File: config.mk
export PLATFORM = sky130hd
export DESIGN_NAME = cxu_exec
export DESIGN_NICKNAME = d
export VERILOG_FILES = /design/src/rtl/cxu_pkg.sv /design/src/rtl/cxu_decode.sv /design/src/rtl/cxu_delay.sv /design/src/rtl/cxu_exec.sv
export SDC_FILE = /design/constraint.sdc
export NUM_CORES = 1
export LEC_CHECK = 0
export BUFFER_PORTS_ARGS = -buffer_cell sky130_fd_sc_hd__buf_2
export CELL_PAD_IN_SITES_DETAIL_PLACEMENT = 0
export CELL_PAD_IN_SITES_GLOBAL_PLACEMENT = 2
export CORE_ASPECT_RATIO = 0.5
export CORE_UTILIZATION = 26
export DETAILED_ROUTE_END_ITERATION = 8
export GPL_TIMING_DRIVEN = 0
export PLACE_DENSITY_LB_ADDON = 0.1
export SLEW_MARGIN = 10
export SYNTH_ARGS = -nofsm -noshare
export SYNTH_HDL_FRONTEND = slang
export SYNTH_HIERARCHICAL = 1
export SYNTH_SLANG_ARGS = --single-unit
File: constraint.sdc
create_clock -name clk -period 2.2 [get_ports clk]
set_input_delay 0.44 -clock clk [delete_from_list [all_inputs] [get_ports clk]]
set_output_delay 0.44 -clock clk [all_outputs]
set_load 0.03 [all_outputs]
File: src/rtl/cxu_pkg.sv
`timescale 1ns/1ps
package cxu_pkg;
  localparam logic [6:0] CUST_OPC = 7'h7B;

  localparam logic [1:0] PRV_USER  = 2'b00;
  localparam logic [1:0] PRV_SUPER = 2'b01;

  localparam logic [6:0] F7_PLAIN = 7'b0000000;
  localparam logic [6:0] F7_SUPER = 7'b0000110;
  localparam logic [6:0] F7_USER  = 7'b0000010;
  localparam logic [6:0] F7_SLOW  = 7'b0001000;
  localparam logic [6:0] F7_TRAP  = 7'b1100000;

  typedef enum logic [2:0] {
    OP_NONE,
    OP_NOP,
    OP_ADD2,
    OP_ADD3,
    OP_SLOW,
    OP_TRAP
  } op_e;
endpackage

File: src/rtl/cxu_decode.sv
`timescale 1ns/1ps
module cxu_decode
  import cxu_pkg::*;
#(
  parameter int NUM_SRC = 3
) (
  input  logic [31:0] instr,
  input  logic [2:0]  src_mask,
  input  logic [1:0]  priv,
  output op_e         op,
  output logic        accept,
  output logic        wb,
  output logic [5:0]  trap_code
);
  logic       three_cap;
  logic [6:0] f7;
  logic [2:0] f3;
  logic       two_ok;
  logic       three_ok;

  generate
    if (NUM_SRC >= 3) begin : g_three
      assign three_cap = 1'b1;
    end else begin : g_two
      assign three_cap = 1'b0;
    end
  endgenerate

  assign f7       = instr[31:25];
  assign f3       = instr[14:12];
  assign two_ok   = (src_mask == 3'b011) || (src_mask == 3'b111);
  assign three_ok = three_cap && (src_mask == 3'b111);

  // Order matters: the hint pattern is tested first, it is a subset of f7==0.
  always_comb begin
    op = OP_NONE;
    if (instr[6:0] == CUST_OPC) begin
      if (instr[31:7] == 25'd0) begin
        op = OP_NOP;
      end else if (f7 == F7_PLAIN && f3 == 3'b001) begin
        if (two_ok) op = OP_ADD2;
      end else if (f7 == F7_SUPER && f3 == 3'b000) begin
        if (two_ok && priv == PRV_SUPER) op = OP_ADD2;
      end else if (f7 == F7_USER && f3 == 3'b000) begin
        if (two_ok && priv == PRV_USER) op = OP_ADD2;
      end else if (f7 == F7_SLOW && f3 == 3'b000) begin
        if (two_ok) op = OP_SLOW;
      end else if (instr[26:25] == 2'b01 && f3 == 3'b000) begin
        if (three_ok) op = OP_ADD3;
      end else if (f7 == F7_TRAP && instr[24:13] == 12'h001) begin
        op = OP_TRAP;
      end
    end
  end

  assign accept    = (op != OP_NONE);
  assign wb        = (op == OP_ADD2) || (op == OP_ADD3) || (op == OP_SLOW);
  assign trap_code = instr[12:7];
endmodule

File: src/rtl/cxu_delay.sv
`timescale 1ns/1ps
module cxu_delay #(
  parameter int LAT_W = 4
) (
  input  logic             clk,
  input  logic             rst_n,
  input  logic             start,
  input  logic [LAT_W-1:0] lat_in,
  output logic             busy,
  output logic             done
);
  logic [LAT_W-1:0] cnt;

  // A request of zero is raised to the minimum of one cycle.
  function automatic logic [LAT_W-1:0] clamp_lat(input logic [LAT_W-1:0] v);
    return (v == '0) ? LAT_W'(1) : v;
  endfunction

  always_ff @(posedge clk or negedge rst_n) begin
    if (!rst_n) begin
      busy <= 1'b0;
      cnt  <= '0;
    end else if (start) begin
      busy <= 1'b1;
      cnt  <= clamp_lat(lat_in) - LAT_W'(1);
    end else if (busy) begin
      if (cnt == '0) busy <= 1'b0;
      else           cnt  <= cnt - LAT_W'(1);
    end
  end

  assign done = busy && (cnt == '0);
endmodule

File: src/rtl/cxu_exec.sv
`timescale 1ns/1ps
module cxu_exec
  import cxu_pkg::*;
#(
  parameter int XLEN    = 32,
  parameter int NUM_SRC = 3,
  parameter int LAT_W   = 4
) (
  input  logic             clk,
  input  logic             rst_n,
  input  logic             iss_valid,
  output logic             iss_ready,
  input  logic [31:0]      iss_instr,
  input  logic [XLEN-1:0]  iss_op_a,
  input  logic [XLEN-1:0]  iss_op_b,
  input  logic [XLEN-1:0]  iss_op_c,
  input  logic [2:0]       iss_src_mask,
  input  logic [1:0]       iss_priv,
  input  logic [LAT_W-1:0] iss_lat,
  output logic             iss_accept,
  output logic             iss_wb,
  output logic             res_valid,
  input  logic             res_ready,
  output logic [4:0]       res_rd,
  output logic [XLEN-1:0]  res_data,
  output logic             res_we,
  output logic             res_exc,
  output logic [5:0]       res_code
);
  function automatic logic [XLEN-1:0] wrap_sum(input logic [XLEN-1:0] a,
                                               input logic [XLEN-1:0] b,
                                               input logic [XLEN-1:0] c,
                                               input logic            use_c);
    return a + b + (use_c ? c : '0);
  endfunction

  op_e        dec_op;
  logic       dec_accept;
  logic       dec_wb;
  logic [5:0] dec_code;
  logic       issue_fire;
  logic       issue_take;
  logic       issue_fire_single;
  logic       slow_start;
  logic       dly_busy;
  logic       dly_done;
  logic       res_valid_q;

  cxu_decode #(.NUM_SRC(NUM_SRC)) u_dec (
    .instr     (iss_instr),
    .src_mask  (iss_src_mask),
    .priv      (iss_priv),
    .op        (dec_op),
    .accept    (dec_accept),
    .wb        (dec_wb),
    .trap_code (dec_code)
  );

  assign issue_fire        = iss_valid && iss_ready;
  assign issue_take        = issue_fire && dec_accept;
  assign slow_start        = issue_take && (dec_op == OP_SLOW);
  assign issue_fire_single = issue_take && (dec_op != OP_SLOW);

  cxu_delay #(.LAT_W(LAT_W)) u_dly (
    .clk    (clk),
    .rst_n  (rst_n),
    .start  (slow_start),
    .lat_in (iss_lat),
    .busy   (dly_busy),
    .done   (dly_done)
  );

  always_ff @(posedge clk or negedge rst_n) begin
    if (!rst_n) begin
      res_valid_q <= 1'b0;
      res_rd      <= '0;
      res_data    <= '0;
      res_we      <= 1'b0;
      res_exc     <= 1'b0;
      res_code    <= '0;
    end else begin
      if (issue_take) begin
        res_rd   <= dec_wb ? iss_instr[11:7] : 5'd0;
        res_we   <= dec_wb;
        res_exc  <= (dec_op == OP_TRAP);
        res_code <= (dec_op == OP_TRAP) ? dec_code : 6'd0;
        if (dec_wb) res_data <= wrap_sum(iss_op_a, iss_op_b, iss_op_c, dec_op == OP_ADD3);
        else        res_data <= '0;
      end
      if (issue_fire_single || dly_done) res_valid_q <= 1'b1;
      else if (res_valid_q && res_ready) res_valid_q <= 1'b0;
    end
  end

  assign res_valid  = res_valid_q;
  assign iss_ready  = !dly_busy && !res_valid_q;
  assign iss_accept = dec_accept;
  assign iss_wb     = dec_wb;
endmodule

==> metrics.yaml <==
clock_network:
  h-tree-depth: 2
  numCtsBuffers: 5
  cts_root_buffer: "clkbuf_16"
  clock_path_buffers: 2
  clk_pin_slew_worst_paths_ns: 0.08
  cts_tree: "built"
  clock-sinks: 51
  clkLatencyLatePin_ns: 0.30
power:
  p_clk_frac: 0.304
  power_w: 0.00315
  seqPwrFrac: 0.297
  p_int_w: 0.00209
  p_sw_w: 0.00106
  comb_power_share: 0.399
  p_leak_nw: 3.61
  powerDensity_mw_per_mm2: 425
  switching_share: 0.336
  ir_worst_vdd_uv: 239
layout:
  drive_gt1_frac: 0.450
  utilization: 0.401
  n_antenna_cell: 0
  design_area_sq_mm: 0.00741
  fin_nets: 990
  areaGrowthSynthToFinish_pct: 50.5
  fillerInstances: 1979
grt:
  antenna_found_initial: 1
  grt_use_total: 0.176
  grt_pass1_wl_mm: 26.8
  grt_max_degree: 52
  grt.overflow.total: 0
  first_global_vias: 4962
logic_synthesis:
  ys_seq_area_frac: 0.259
  ys_warn_count: 6
  synth_ff_type: "dfrtp_1"
  synth_fp_nets: 750
  ys_ff_latch: 51
  async_flop_share: 1.00
  netlist_instances: 546
  ys_types: 68
  syn_avg_cell_area_sq_um: 9.02
  syn-cell-area_sq_mm: 0.00492
  synth-edff-count: 0
route:
  wl_mm: 17.1
  via_per_inst: 4.73
  drc: 0
  vias: 4944
  wire_per_inst_microns: 16.4
  antenna_left: 0
  drt_iter0_drc: 149
  dr.pass1.iters: 4
sta:
  fin_crit_sh: 2.03
  setup_ws_ns: -2.27
  slew-limit-headroom: 0.356
  fin_skew_ns: 0.00417
  rsz0062_at_grt: "true"
  hold_violations: 0
  fin_tns_setup_ns: -65.50
  period_needed_ns: 4.47
  worstMarginPinSlew_ns: 0.963
  max_freq_mhz: 224
  whs_ns: 0.207
  final_max_slew_viol_count: 0
  setup_viol: 53
worst_setup_path:
  critPathLaunchType: "primary input"
  critical_path_class: "in2reg"
  worstPathMaxFanout: 6
  cp-end-kind: "flop"
  crit_start: "iss_instr[13]"
  critPathRequiredTime_ns: 2.39
  r2r_start: "u_dly/busy$_DFF_PN0_"
  arrival_ns: 4.66
run_status:
  violations: "negative setup slack"
  status: "complete, but fails checks"
placement:
  hpwl_mm: 13.2
  placed_cell_area_sq_mm: 0.00621
  port_buffers: 189
  gp_congestion: 0.815
floorplan:
  die_x_microns: 197
  initial_core_util: 0.266
  rows: 35
  fp.coreArea_sq_mm: 0.0185
  die_y_microns: 99.3
  die_area_sq_mm: 0.0195
  io_pins: 190
run:
  maxCapViolCount: 0
min_path:
  hp-class: "in2async"
## Yosys cell counts (2+ instances only)
library cell  count  area share
nand2_1          72       0.055
dfrtp_1          51        0.26
o21ai_0          37       0.038
and2_1           34       0.043
a21oi_1          33       0.034
fa_1             32        0.13
ha_1             31       0.079
nand3_1          25       0.025
nor2_1           24       0.018
a21o_1           20       0.031
xor2_1           14       0.025
clkbuf_1         12      0.0092
nand4_1           9       0.011
nor3_1            9      0.0092
xnor2_1           9       0.016
and3_1            8       0.010
o21a_1            8       0.012
buf_6             7       0.016
a22o_1            6       0.011
buf_4             6      0.0092
inv_1             6      0.0046
nor3b_1           6      0.0092
nor4_1            6      0.0076
or3_1             6      0.0076
a31oi_1           5      0.0064
a211o_1           4      0.0071
a32o_1            4      0.0081
nor2b_1           4      0.0051
a211oi_1          3      0.0046
a21boi_0          3      0.0046
a311oi_1          3      0.0053
nand2b_1          3      0.0038
nand3b_1          3      0.0046
nor4b_1           3      0.0053
o21bai_1          3      0.0046
a221o_1           2      0.0041
a31o_2            2      0.0036
o2111a_1          2      0.0046
o211ai_1          2      0.0030
## registers in the layout (all words and copies together), names as in the netlist
register / count
res_we: 1
res_valid: 1
u_dly/cnt: 4
u_dly/busy: 1
res_code: 6
res_exc: 1
res_rd: 5
res_data: 32
## final timing paths
path	to	slack [ns]	cells after the start
setup reg to reg	u_dly/cnt[2]$_DFFE_PN0P_	-0.50	10
max in group asynchronous	res_data[23]$_DFFE_PN0P_	1.48	1
hold / removal	res_data[2]$_DFFE_PN0P_	0.21	1
min in group clk	res_rd[3]$_DFFE_PN0P_	0.41	3
setup / recovery	res_data[25]$_DFFE_PN0P_	-2.27	20
hold reg to reg	res_rd[3]$_DFFE_PN0P_	0.46	2
## timing repair
action,in CTS,in global routing
buffers inserted,28,28
gates resized for setup,110,61
pin swaps,33,39
setup endpoints to repair,53,53
hold buffers,0,0
cloned,1,0
## layout by cell type (no fill, tap or decap), types with 6 or more instances in the layout
| master | n |
|---|---|
| o21ai_1 | 17 |
| ha_4 | 10 |
| xnor2_1 | 6 |
| a21o_1 | 19 |
| a21oi_1 | 20 |
| and2_1 | 32 |
| ha_1 | 16 |
| o21ai_0 | 17 |
| buf_6 | 26 |
| buf_2 | 184 |
| xor2_1 | 13 |
| fa_1 | 30 |
| or3_1 | 6 |
| nand3_2 | 6 |
| nor2_1 | 18 |
| inv_1 | 6 |
| dfrtp_1 | 51 |
| a21oi_2 | 8 |
| o21a_1 | 7 |
| a22o_1 | 6 |
| buf_4 | 38 |
| nand3_1 | 19 |
| nor3_1 | 9 |
| nand4_1 | 9 |
| nand2_1 | 68 |
## per-stage QoR
| stage | cells | setup WS [ns] |
|---|---|---|
| after detailed placement | 994 | -3.33 |
| after global routing | 1046 | -2.43 |
| final | 1046 | -2.27 |
| after CTS | 1030 | -2.33 |
| after global placement | 994 | -3.33 |
| after floorplan | 546 | -2.16 |
## per-layer routing
layer	track usage	up-vias	share of wire
li1	-	2468	-
met4	0.0197	0	0.0057
met5	0	-	0
met3	0.0295	7	0.036
met2	0.270	87	0.43
met1	0.264	2382	0.52
## area by class of cell
cell class              instances  area [sq um]  share of cell area
clock buffers                   5           125              0.0169
inverters                       6          22.5             0.00304
well taps                     259           324              0.0437
clock inverters                 3          46.3             0.00625
plain buffers                  25           210              0.0284
multi-input cells             462          4020               0.543
flip-flops and latches         51          1280               0.172
repair buffers                235          1380               0.187
## power groups by stage
stage | Combinational (W) | Clock [W] | Sequential, W
final | 0.00126 | 0.000955 | 0.000936
after global routing | 0.00140 | 0.00102 | 0.000936
after CTS | 0.00114 | 0.000991 | 0.000936
after detailed placement | 0.000929 | 0 | 0.000955
after global placement | 0.000928 | 0 | 0.000955
after floorplan | 0.000587 | 0 | 0.000955
## critical path: stages
cell and delay (ns):
buf_8 0.09, nand4bb_4 0.21, or4_4 0.45, o21ai_2 0.08, a31oi_2 0.06, nor2_2 0.16, nand2_2 0.08, nor2_4 0.24
buf_8 0.17, and2_4 0.14, fa_1 0.45, ha_4 0.19, fa_2 0.35, a21o_1 0.19, a31o_4 0.25, a21bo_4 0.23
o21a_4 0.23, o2111ai_4 0.23, a21oi_2 0.08, a311o_1 0.32
## logic make-up (layout without fill, tap and decap cells)
logic type,count (synthesis),after routing,share of synthesized area
buffers and inverters,33,274,0.0409
adder cells (fa/ha/maj),63,63,0.209
XOR/XNOR,23,23,0.0409
AND/OR/NAND/NOR,223,223,0.237
flip-flops,51,51,0.259
AO/OA/AOI/OAI,152,152,0.211
multiplexers,1,1,0.00203
(Power assumes the default switching activity.)
